File: config.mk
export PLATFORM = sky130hd
export DESIGN_NAME = cmd_list_scanner
export DESIGN_NICKNAME = d
export VERILOG_FILES = /design/src/rtl/scan_pkg.sv /design/src/rtl/scan_ram.sv /design/src/rtl/scan_classify.sv /design/src/rtl/scan_fsm.sv /design/src/rtl/cmd_list_scanner.sv
export SDC_FILE = /design/constraint.sdc
export NUM_CORES = 2
export LEC_CHECK = 0
export ABC_AREA = 1
export CAP_MARGIN = 15
export CORE_MARGIN = 3
export CORE_UTILIZATION = 50
export DETAILED_ROUTE_END_ITERATION = 8
export PLACE_DENSITY = 0.76
export SYNTH_ARGS = -nofsm -noshare
export SYNTH_HDL_FRONTEND = slang
export SYNTH_SLANG_ARGS = --single-unit
File: constraint.sdc
create_clock -name clk -period 5.4 [get_ports clk]
set_input_delay 0.54 -clock clk [delete_from_list [all_inputs] [get_ports clk]]
set_output_delay 0.54 -clock clk [all_outputs]
set_load 0.03 [all_outputs]
File: src/rtl/scan_pkg.sv
package scan_pkg;

  typedef enum logic [1:0] {
    CL_CHSKIP,
    CL_PAD,
    CL_END,
    CL_FRAME
  } byte_cls_t;

  typedef enum logic [2:0] {
    K_CTRL      = 3'd0,
    K_CART_STAT = 3'd1,
    K_CART_RD   = 3'd2,
    K_CART_WR   = 3'd3,
    K_CLK_STAT  = 3'd4,
    K_CLK_RD    = 3'd5,
    K_CLK_WR    = 3'd6,
    K_NONE      = 3'd7
  } dev_kind_t;

  localparam logic [7:0] CTL_DELAY = 8'h08;
  localparam logic [7:0] CTL_CHAL  = 8'h02;

  // Cartridge command code to device kind
  function automatic dev_kind_t cart_kind(input logic [7:0] code);
    case (code)
      8'h00:   return K_CART_STAT;
      8'h04:   return K_CART_RD;
      8'h05:   return K_CART_WR;
      8'h06:   return K_CLK_STAT;
      8'h07:   return K_CLK_RD;
      8'h08:   return K_CLK_WR;
      default: return K_NONE;
    endcase
  endfunction

endpackage

File: src/rtl/scan_ram.sv
module scan_ram #(
  parameter int DEPTH   = 64,
  parameter int CHAL_LO = 48,
  parameter int CHAL_N  = 15,
  localparam int WIDX_W = $clog2(DEPTH / 4)
) (
  input  logic                    clk,
  input  logic                    rst,
  input  logic                    wr_en,
  input  logic [WIDX_W-1:0]       wr_word,
  input  logic [31:0]             wr_data,
  input  logic [3:0]              wr_be,
  input  logic                    clr_ctl,
  input  logic                    chal_wr,
  input  logic [CHAL_N*8-1:0]     chal_data,
  output logic [DEPTH-1:0][7:0]   mem_q
);

  for (genvar b = 0; b < DEPTH; b++) begin : g_byte
    localparam int LANE = 3 - (b % 4);
    logic       host_hit;
    logic       eng_wr;
    logic [7:0] eng_d;
    logic [7:0] q;

    assign host_hit = wr_en && (wr_word == WIDX_W'(b / 4)) && wr_be[LANE];

    if (b >= CHAL_LO && b < CHAL_LO + CHAL_N) begin : g_resp
      assign eng_wr = chal_wr;
      assign eng_d  = chal_data[(CHAL_LO + CHAL_N - 1 - b)*8 +: 8];
    end else if (b == DEPTH - 1) begin : g_ctl
      assign eng_wr = chal_wr | clr_ctl;
      assign eng_d  = 8'h00;
    end else if (b == CHAL_LO - 2 || b == CHAL_LO - 1) begin : g_zero
      assign eng_wr = chal_wr;
      assign eng_d  = 8'h00;
    end else begin : g_plain
      assign eng_wr = 1'b0;
      assign eng_d  = 8'h00;
    end

    always_ff @(posedge clk) begin
      if (rst)           q <= 8'h00;
      else if (host_hit) q <= wr_data[LANE*8 +: 8];
      else if (eng_wr)   q <= eng_d;
    end

    assign mem_q[b] = q;
  end

endmodule

File: src/rtl/scan_classify.sv
module scan_classify
  import scan_pkg::*;
(
  input  logic [7:0] cur,
  input  logic       rd_phase,
  output byte_cls_t  cls
);

  always_comb begin
    if (cur == 8'h00)
      cls = CL_CHSKIP;
    else if (cur == 8'hFF)
      cls = CL_PAD;
    else if (rd_phase && (cur == 8'hB4 || cur == 8'h56 || cur == 8'hB8))
      cls = CL_PAD;
    else if (cur[7:6] != 2'b00)
      cls = CL_END;
    else
      cls = CL_FRAME;
  end

endmodule

File: src/rtl/scan_fsm.sv
module scan_fsm
  import scan_pkg::*;
#(
  parameter int DEPTH   = 64,
  parameter int DELAY   = 2304,
  parameter int NCTRL   = 4,
  parameter int CART_CH = 4,
  parameter int MAX_CH  = 6,
  localparam int AW     = $clog2(DEPTH),
  localparam int PW     = AW + 2,
  localparam int CW     = AW + 1,
  localparam int DW     = $clog2(DELAY),
  localparam int CHW    = $clog2(MAX_CH + 1)
) (
  input  logic            clk,
  input  logic            rst,
  input  logic            trig,
  input  logic            rd_req,
  input  logic [7:0]      ctl_byte,
  input  logic [7:0]      cur_byte,
  input  logic [5:0]      rx_bits,
  input  logic [7:0]      code_byte,
  input  byte_cls_t       cls,
  input  logic            disp_ready,
  input  logic            chal_ack,
  output logic [PW-1:0]   ptr,
  output logic            rd_phase,
  output logic            busy,
  output logic            irq,
  output logic            err,
  output logic            disp_valid,
  output logic [CHW-1:0]  disp_chan,
  output logic [AW-1:0]   disp_off,
  output logic [5:0]      disp_tx,
  output logic [5:0]      disp_rx,
  output logic [2:0]      disp_kind,
  output logic            clr_ctl,
  output logic            chal_req,
  output logic            chal_wr
);

  typedef enum logic [2:0] {S_IDLE, S_DECIDE, S_WALK, S_DISP, S_DELAY, S_CHAL} st_t;

  st_t            state;
  logic [CW-1:0]  chan;
  logic [DW-1:0]  dcnt;
  logic           chal_flag;
  dev_kind_t      d_kind;
  dev_kind_t      ck;

  assign busy       = (state != S_IDLE);
  assign disp_valid = (state == S_DISP);
  assign chal_req   = (state == S_CHAL);
  assign chal_wr    = chal_req && chal_ack;
  assign clr_ctl    = (state == S_DECIDE) && (ctl_byte == CTL_DELAY);
  assign disp_kind  = d_kind;
  assign ck         = cart_kind(code_byte);

  always_ff @(posedge clk) begin
    if (rst) begin
      state     <= S_IDLE;
      ptr       <= '0;
      chan      <= '0;
      dcnt      <= '0;
      rd_phase  <= 1'b0;
      chal_flag <= 1'b0;
      irq       <= 1'b0;
      err       <= 1'b0;
      disp_chan <= '0;
      disp_off  <= '0;
      disp_tx   <= '0;
      disp_rx   <= '0;
      d_kind    <= K_CTRL;
    end else begin
      irq <= 1'b0;
      err <= 1'b0;
      case (state)
        S_IDLE: begin
          if (trig) begin
            state     <= S_DECIDE;
            chal_flag <= 1'b0;
            rd_phase  <= 1'b0;
          end else if (rd_req && !chal_flag) begin
            state    <= S_WALK;
            rd_phase <= 1'b1;
            ptr      <= '0;
            chan     <= '0;
          end
        end
        S_DECIDE: begin
          if (ctl_byte == CTL_DELAY) begin
            state <= S_DELAY;
            dcnt  <= DW'(DELAY - 2);
          end else if (ctl_byte == CTL_CHAL) begin
            state <= S_CHAL;
          end else if (ctl_byte > 8'h01) begin
            err   <= 1'b1;
            state <= S_IDLE;
          end else begin
            state <= S_WALK;
            ptr   <= '0;
            chan  <= '0;
          end
        end
        S_WALK: begin
          if (ptr >= PW'(DEPTH)) begin
            irq   <= 1'b1;
            state <= S_IDLE;
          end else begin
            case (cls)
              CL_CHSKIP: begin
                chan <= chan + 1'b1;
                ptr  <= ptr + 1'b1;
                if (chan >= CW'(MAX_CH)) begin
                  irq   <= 1'b1;
                  state <= S_IDLE;
                end
              end
              CL_PAD: ptr <= ptr + 1'b1;
              CL_END: begin
                irq   <= 1'b1;
                state <= S_IDLE;
              end
              default: begin
                ptr       <= ptr + PW'(cur_byte[5:0]) + PW'(rx_bits) + PW'(2);
                chan      <= chan + 1'b1;
                disp_chan <= CHW'(chan);
                disp_off  <= ptr[AW-1:0];
                disp_tx   <= cur_byte[5:0];
                disp_rx   <= rx_bits;
                if (chan < CW'(NCTRL)) begin
                  d_kind <= K_CTRL;
                  state  <= S_DISP;
                end else if (!rd_phase) begin
                  if (chan == CW'(CART_CH) && ck != K_NONE) begin
                    d_kind <= ck;
                    state  <= S_DISP;
                  end else begin
                    err <= 1'b1;
                  end
                end
              end
            endcase
          end
        end
        S_DISP: if (disp_ready) state <= S_WALK;
        S_DELAY: begin
          if (dcnt == '0) begin
            irq   <= 1'b1;
            state <= S_IDLE;
          end else begin
            dcnt <= dcnt - 1'b1;
          end
        end
        S_CHAL: begin
          if (chal_ack) begin
            chal_flag <= 1'b1;
            irq       <= 1'b1;
            state     <= S_IDLE;
          end
        end
        default: state <= S_IDLE;
      endcase
    end
  end

  // descriptor held while waiting for acceptance
  assert_disp_hold_R10: assert property (@(posedge clk) disable iff (rst)
    (disp_valid && !disp_ready) |=> (disp_valid && $stable({disp_chan, disp_off, disp_tx, disp_rx, disp_kind})));

  // kind agrees with channel and phase
  assert_disp_route_R11: assert property (@(posedge clk) disable iff (rst)
    disp_valid |-> ((disp_kind == 3'd0) ? (disp_chan < CHW'(NCTRL))
                                        : (disp_chan == CHW'(CART_CH) && !rd_phase)));

  // completion pulse only when the engine has returned to idle
  assert_irq_idle_R12: assert property (@(posedge clk) disable iff (rst)
    irq |-> !busy);

  // read request blocked by challenge flag
  assert_chal_block_R13: assert property (@(posedge clk) disable iff (rst)
    (state == S_IDLE && !trig && rd_req && chal_flag) |=> !busy);

  // control byte cleared during the delay wait
  assert_delay_ctl_R4: assert property (@(posedge clk) disable iff (rst)
    (state == S_DELAY) |-> (ctl_byte == 8'h00));

endmodule

File: src/rtl/cmd_list_scanner.sv
module cmd_list_scanner
  import scan_pkg::*;
#(
  parameter int DEPTH   = 64,
  parameter int ADDR_W  = 8,
  parameter int DELAY   = 2304,
  parameter int CHAL_LO = 48,
  parameter int CHAL_N  = 15,
  localparam int AW     = $clog2(DEPTH),
  localparam int WIDX_W = $clog2(DEPTH / 4),
  localparam int PW     = AW + 2
) (
  input  logic                 clk,
  input  logic                 rst,
  input  logic                 host_req,
  input  logic                 host_we,
  input  logic [ADDR_W-1:0]    host_addr,
  input  logic [31:0]          host_wdata,
  input  logic [3:0]           host_be,
  output logic [31:0]          host_rdata,
  input  logic                 rd_scan_req,
  output logic                 busy,
  output logic                 irq,
  output logic                 err,
  output logic                 disp_valid,
  input  logic                 disp_ready,
  output logic [2:0]           disp_chan,
  output logic [5:0]           disp_off,
  output logic [5:0]           disp_tx,
  output logic [5:0]           disp_rx,
  output logic [2:0]           disp_kind,
  output logic                 disp_rd,
  output logic                 chal_req,
  output logic [CHAL_N*8-1:0]  chal_nibbles,
  input  logic                 chal_ack,
  input  logic [CHAL_N*8-1:0]  chal_resp
);

  logic [DEPTH-1:0][7:0] mem_q;
  logic                  in_range;
  logic [WIDX_W-1:0]     waddr;
  logic                  wr_en;
  logic                  trig;
  logic                  clr_ctl;
  logic                  chal_wr;
  logic [PW-1:0]         ptr;
  logic [AW-1:0]         p0;
  logic [7:0]            cur_byte;
  logic [7:0]            rx_byte;
  logic [7:0]            code_byte;
  logic [31:0]           rd_word;
  byte_cls_t             cls;

  assign in_range = host_addr < ADDR_W'(DEPTH);
  assign waddr    = host_addr[AW-1:2];
  assign wr_en    = host_req && host_we && in_range && !busy;
  assign trig     = wr_en && (waddr == WIDX_W'(DEPTH / 4 - 1)) && host_be[0];

  scan_ram #(.DEPTH(DEPTH), .CHAL_LO(CHAL_LO), .CHAL_N(CHAL_N)) i_ram (
    .clk(clk), .rst(rst), .wr_en(wr_en), .wr_word(waddr), .wr_data(host_wdata),
    .wr_be(host_be), .clr_ctl(clr_ctl), .chal_wr(chal_wr), .chal_data(chal_resp),
    .mem_q(mem_q)
  );

  always_comb begin
    for (int l = 0; l < 4; l++)
      rd_word[(3-l)*8 +: 8] = mem_q[{waddr, 2'(l)}];
  end

  always_ff @(posedge clk) begin
    if (rst)
      host_rdata <= '0;
    else if (host_req && !host_we)
      host_rdata <= in_range ? rd_word : 32'h0;
  end

  for (genvar i = 0; i < CHAL_N; i++) begin : g_chal
    assign chal_nibbles[(CHAL_N-1-i)*8 +: 8] = mem_q[CHAL_LO + i];
  end

  assign p0        = ptr[AW-1:0];
  assign cur_byte  = mem_q[p0];
  assign rx_byte   = mem_q[p0 + AW'(1)];
  assign code_byte = mem_q[p0 + AW'(2)];

  scan_classify i_cls (.cur(cur_byte), .rd_phase(disp_rd), .cls(cls));

  scan_fsm #(.DEPTH(DEPTH), .DELAY(DELAY)) i_fsm (
    .clk(clk), .rst(rst), .trig(trig), .rd_req(rd_scan_req),
    .ctl_byte(mem_q[DEPTH-1]), .cur_byte(cur_byte), .rx_bits(rx_byte[5:0]),
    .code_byte(code_byte), .cls(cls), .disp_ready(disp_ready), .chal_ack(chal_ack),
    .ptr(ptr), .rd_phase(disp_rd), .busy(busy), .irq(irq), .err(err),
    .disp_valid(disp_valid), .disp_chan(disp_chan), .disp_off(disp_off),
    .disp_tx(disp_tx), .disp_rx(disp_rx), .disp_kind(disp_kind),
    .clr_ctl(clr_ctl), .chal_req(chal_req), .chal_wr(chal_wr)
  );

  // out-of-range read yields zero
  assert_reject_read_R1: assert property (@(posedge clk) disable iff (rst)
    (host_req && !host_we && !in_range) |=> (host_rdata == 32'h0));

  // host write while a descriptor waits leaves the store untouched
  assert_busy_write_R14: assert property (@(posedge clk) disable iff (rst)
    (host_req && host_we && disp_valid) |=> $stable(mem_q));

endmodule

==> results.yml <==
outcome:
  status: "complete, no violations"
yosys:
  synth_edf_count: 0
  ys_ff_latch: 602
  synthArstFlopShare_pct: 0
  synth_compound_area_share_pct: 29.28
  yosysTopAreaCellShare_pct: 31.66
  synth_cells: 6105
  synth.most_common_cell: "nand2_1"
  yosys.area_share.adder_pct: 0.8413
  synth_mux_area_share_pct: 0
  synthSimpleGateAreaFrac_pct: 26.69
  seq_area_frac_synth_pct: 31.66
  synthDistinctLibCells: 55
  ys_top_cells_by_count: "1387 x nand2_1, 792 x o21ai_0, 679 x a21oi_1"
  ys_warn_count: 0
  synth_xor_area_share_pct: 0.1117
  synth_nets: 6298
  synth_top_cell_by_area: "dfxtp_1"
  synthFlopType: "dfxtp_1"
  syn_area_sq_mm: 0.03807
  synth_top_family_by_area: "compound AO/OA/AOI/OAI gates"
  syn-mean-instance-area_sq_um: 6.236
  synth_area_leaders: "dfxtp_1 32%, nand2_1 14%, o21ai_0 10%"
worst_hold_path:
  hold_start: "rst"
  worstHoldPathType: "in2reg"
clocking:
  cts_max_level: 3
  tritoncts: "yes"
  post_cts.repair.setup_buffers: 0
  clk_path_buf_depth: 3
  insertion_delay_ns: 0.65
  numCtsBuffers: 69
  root_buffer: "clkbuf_16"
  clkTransAtPathRegs_ns: 0.07
  cts.sinks: 602
detailed_routing:
  drc: 0
  dr.pass1.iters: 9
  vias: 48840
  drt_wl_total_mm: 221.5
  ant_nets: 0
  wl_per_cell_um: 30.47
  vias_per_cell: 6.716
  drtIter0Drc: 8367
placed_design:
  dpl.hpwl_mm: 158.6
  io_buffer_count: 350
  placed_area_sq_mm: 0.04227
  dpl.cell_count: 7131
  dp_slack_ns: 0.7259
  place.gp.congestion: 1.119
timing:
  skew_ns: 0.02190
  rsz0062_at_grt: "false"
  setup_viol_count_final: 0
  fin_crit_sh_pct: 94.64
  timing.setup.tns_ns: 0
  max_freq_mhz: 195.7
  finalCriticalPeriod_ns: 5.111
  worst_pin_slew_ns: 1.357
  max_slew_margin_pct: 8.917
  layout_setup_ws_ns: 0.2894
  hold_violations: 0
  report.final.slew_viol_count: 0
pwr:
  p_comb_share_pct: 26.8
  switchingPower_mw: 4.701
  power_frac_seq_pct: 35.7
  ir_worst_vdd_mv: 0.2086
  p_leak_nw: 15.89
  p_int_mw: 8.157
  sw_frac_of_total_pct: 36.56
  clkPwrFrac_pct: 37.5
  power_mw: 12.86
  p_per_area_mw_per_mm2: 288.1
die:
  fp.dieArea_sq_mm: 0.07949
  die_h_um: 281.9
  die_w_um: 281.9
  start_util_pct: 50.80
  io_pins: 353
  coreArea_sq_mm: 0.07495
  row_count: 100
cells_and_area:
  drive_gt1_share_pct: 6.194
  finalNetCount: 6440
  area_growth_pct: 17.25
  instances_no_fill: 7272
  design_area_sq_mm: 0.04464
  fillCellCount: 7474
critical_path:
  cp_slowest_cell: "o21ai_0"
  critPathLaunch: "i_fsm.ptr[0]$_SDFFE_PP0P_"
  critPathLaunchType: "flop"
  cp_common_cell: "nor2_1"
  cp.required_ns: 5.97
  cp_slowest_stage_delay_ns: 0.98
  timing.reg2reg.setup_slack_ns: 0.29
  criticalPathCategory: "reg2reg"
  worstPathMaxFanout: 61
  critPathCaptureType: "flop"
  crit_chain: "buf_12, buf_12, o21ai_0, nand3_1, o211ai_1, nand3_1, nand3_1, nand2_1, fa_1, ha_1, o21a_1, nor2_1, nor2_1, nor2_1, nor2_1, nor2_1, xor2_1, a2111o_1, a21oi_1"
  arrival_ns: 5.68
  reg2reg_from: "i_fsm.ptr[0]$_SDFFE_PP0P_"
global_route:
  grt_util_all_layers_pct: 54.24
  grt_max_degree: 170
  antenna_found_initial: 9
  grt_pass1_wl_mm: 310.3
  grt_overflow: 0
  grt_pass1_vias: 44160
flow_run:
  maxCapViolCount: 0
==> layout by cell type, fill, tap and decap left out, types with 4 or more instances in the layout <==
master / count
ha_1: 14
o211ai_1: 138
clkbuf_8: 14
nor2_2: 7
a211oi_1: 42
clkbuf_1: 15
buf_4: 175
fa_1: 6
diode_2: 7
o22ai_1: 155
nand3_1: 670
clkinvlp_4: 4
nand2_2: 14
o221ai_1: 11
clkbuf_16: 70
a221oi_1: 11
or2_2: 13
buf_12: 18
dfxtp_1: 600
o21ai_0: 782
or2_1: 5
clkdlybuf4s50_1: 349
o21ai_1: 39
inv_1: 538
a22oi_1: 30
nand4_1: 43
a21oi_1: 678
nor3_1: 20
inv_2: 18
clkinv_2: 10
a31oi_1: 112
o21ai_2: 10
nor2_1: 240
nand2_1: 1385
==> cell type report <==
type / count / area, sq um / share of cell area, %
tap: 969 / 1212 / 2.716
sequential: 602 / 12060 / 27.01
multi-input combinational: 4460 / 21750 / 48.71
clock buffer: 97 / 1973 / 4.420
timing repair buffer: 550 / 5245 / 11.75
clock inverter: 23 / 246.5 / 0.5522
antenna: 7 / 17.52 / 0.03924
inverter: 564 / 2141 / 4.796
==> worst paths after layout <==
| kind | cells after the start | end |
|---|---|---|
| setup / recovery | 19 | i_fsm.ptr[6]$_SDFFE_PP0P_ |
| hold / removal | 2 | i_ram.g_byte[51].q[7]$_SDFFE_PP0P_ |
| setup reg to reg | 19 | i_fsm.ptr[6]$_SDFFE_PP0P_ |
| hold reg to reg | 2 | host_rdata[31]$_SDFFE_PP0P_ |
==> critical path, delay by kind of cell, from the launching register on <==
| kind | cells | cell delay (ns) |
|---|---|---|
| AND/OR/NAND/NOR | 9 | 1.35 |
| AO/OA/AOI/OAI | 5 | 1.74 |
| buffers and inverters | 2 | 0.48 |
| adder cells (fa/ha/maj) | 2 | 0.81 |
| flip-flops | 1 | 0.49 |
| XOR/XNOR | 1 | 0.09 |
==> cell families (layout without fill, tap and decap cells) <==
logic type | after synthesis | count (layout)
fa+ha+maj | 22 | 22
simple gates | 2412 | 2412
buf+inv | 1043 | 1234
compound gates | 2022 | 2022
other cells | 0 | 7
flops | 602 | 602
xor+xnor | 4 | 4
==> state kept, by name, indices dropped and copies added, names as in the netlist <==
name,flops
i_fsm.state,3
i_fsm.chan,7
host_rdata,32
i_fsm.disp_tx,6
i_fsm.dcnt,12
i_ram.g_byte.q,512
i_fsm.disp_off,6
i_fsm.chal_flag,1
i_fsm.irq,1
i_fsm.disp_chan,3
i_fsm.disp_rx,6
i_fsm.ptr,8
i_fsm.err,1
i_fsm.rd_phase,1
i_fsm.disp_kind,3
==> power by group through the flow <==
stage / Sequential [mW] / Clock [mW] / Combinational [mW]
floorplan: 4.71 / 0 / 1.83
global placement: 4.69 / 0 / 3.14
detailed placement: 4.69 / 0 / 3.16
CTS: 4.59 / 4.75 / 3.18
global route: 4.59 / 4.93 / 3.57
finish: 4.59 / 4.82 / 3.44
==> what timing repair did <==
item                                    4_1_cts  5_1_grt
endpoints found under the setup margin        0        3
hold buffers                                  0        0
gates resized for setup                       0        3
==> per-stage QoR <==
stage,hold slack [ns],util (%)
3_5_place_dp,0.4539,56.40
4_1_cts,0.3929,59.36
2_1_floorplan,0.4354,-
3_3_place_gp,0.4502,56.40
6_report,0.4031,59.56
5_1_grt,0.4283,59.54
==> routing by layer <==
metal | GRT usage, % | wire length [um] | share of wire, % | vias up
met4 | 50.12 | 26390 | 12 | 14
met2 | 77.69 | 89270 | 40 | 4083
met5 | 1.193 | 148 | 0.067 | -
li1 | - | - | - | 21120
met3 | 21.70 | 32570 | 15 | 1182
met1 | 61.42 | 73170 | 33 | 22440
No activity file was read; power rests on OpenSTA's default activity.
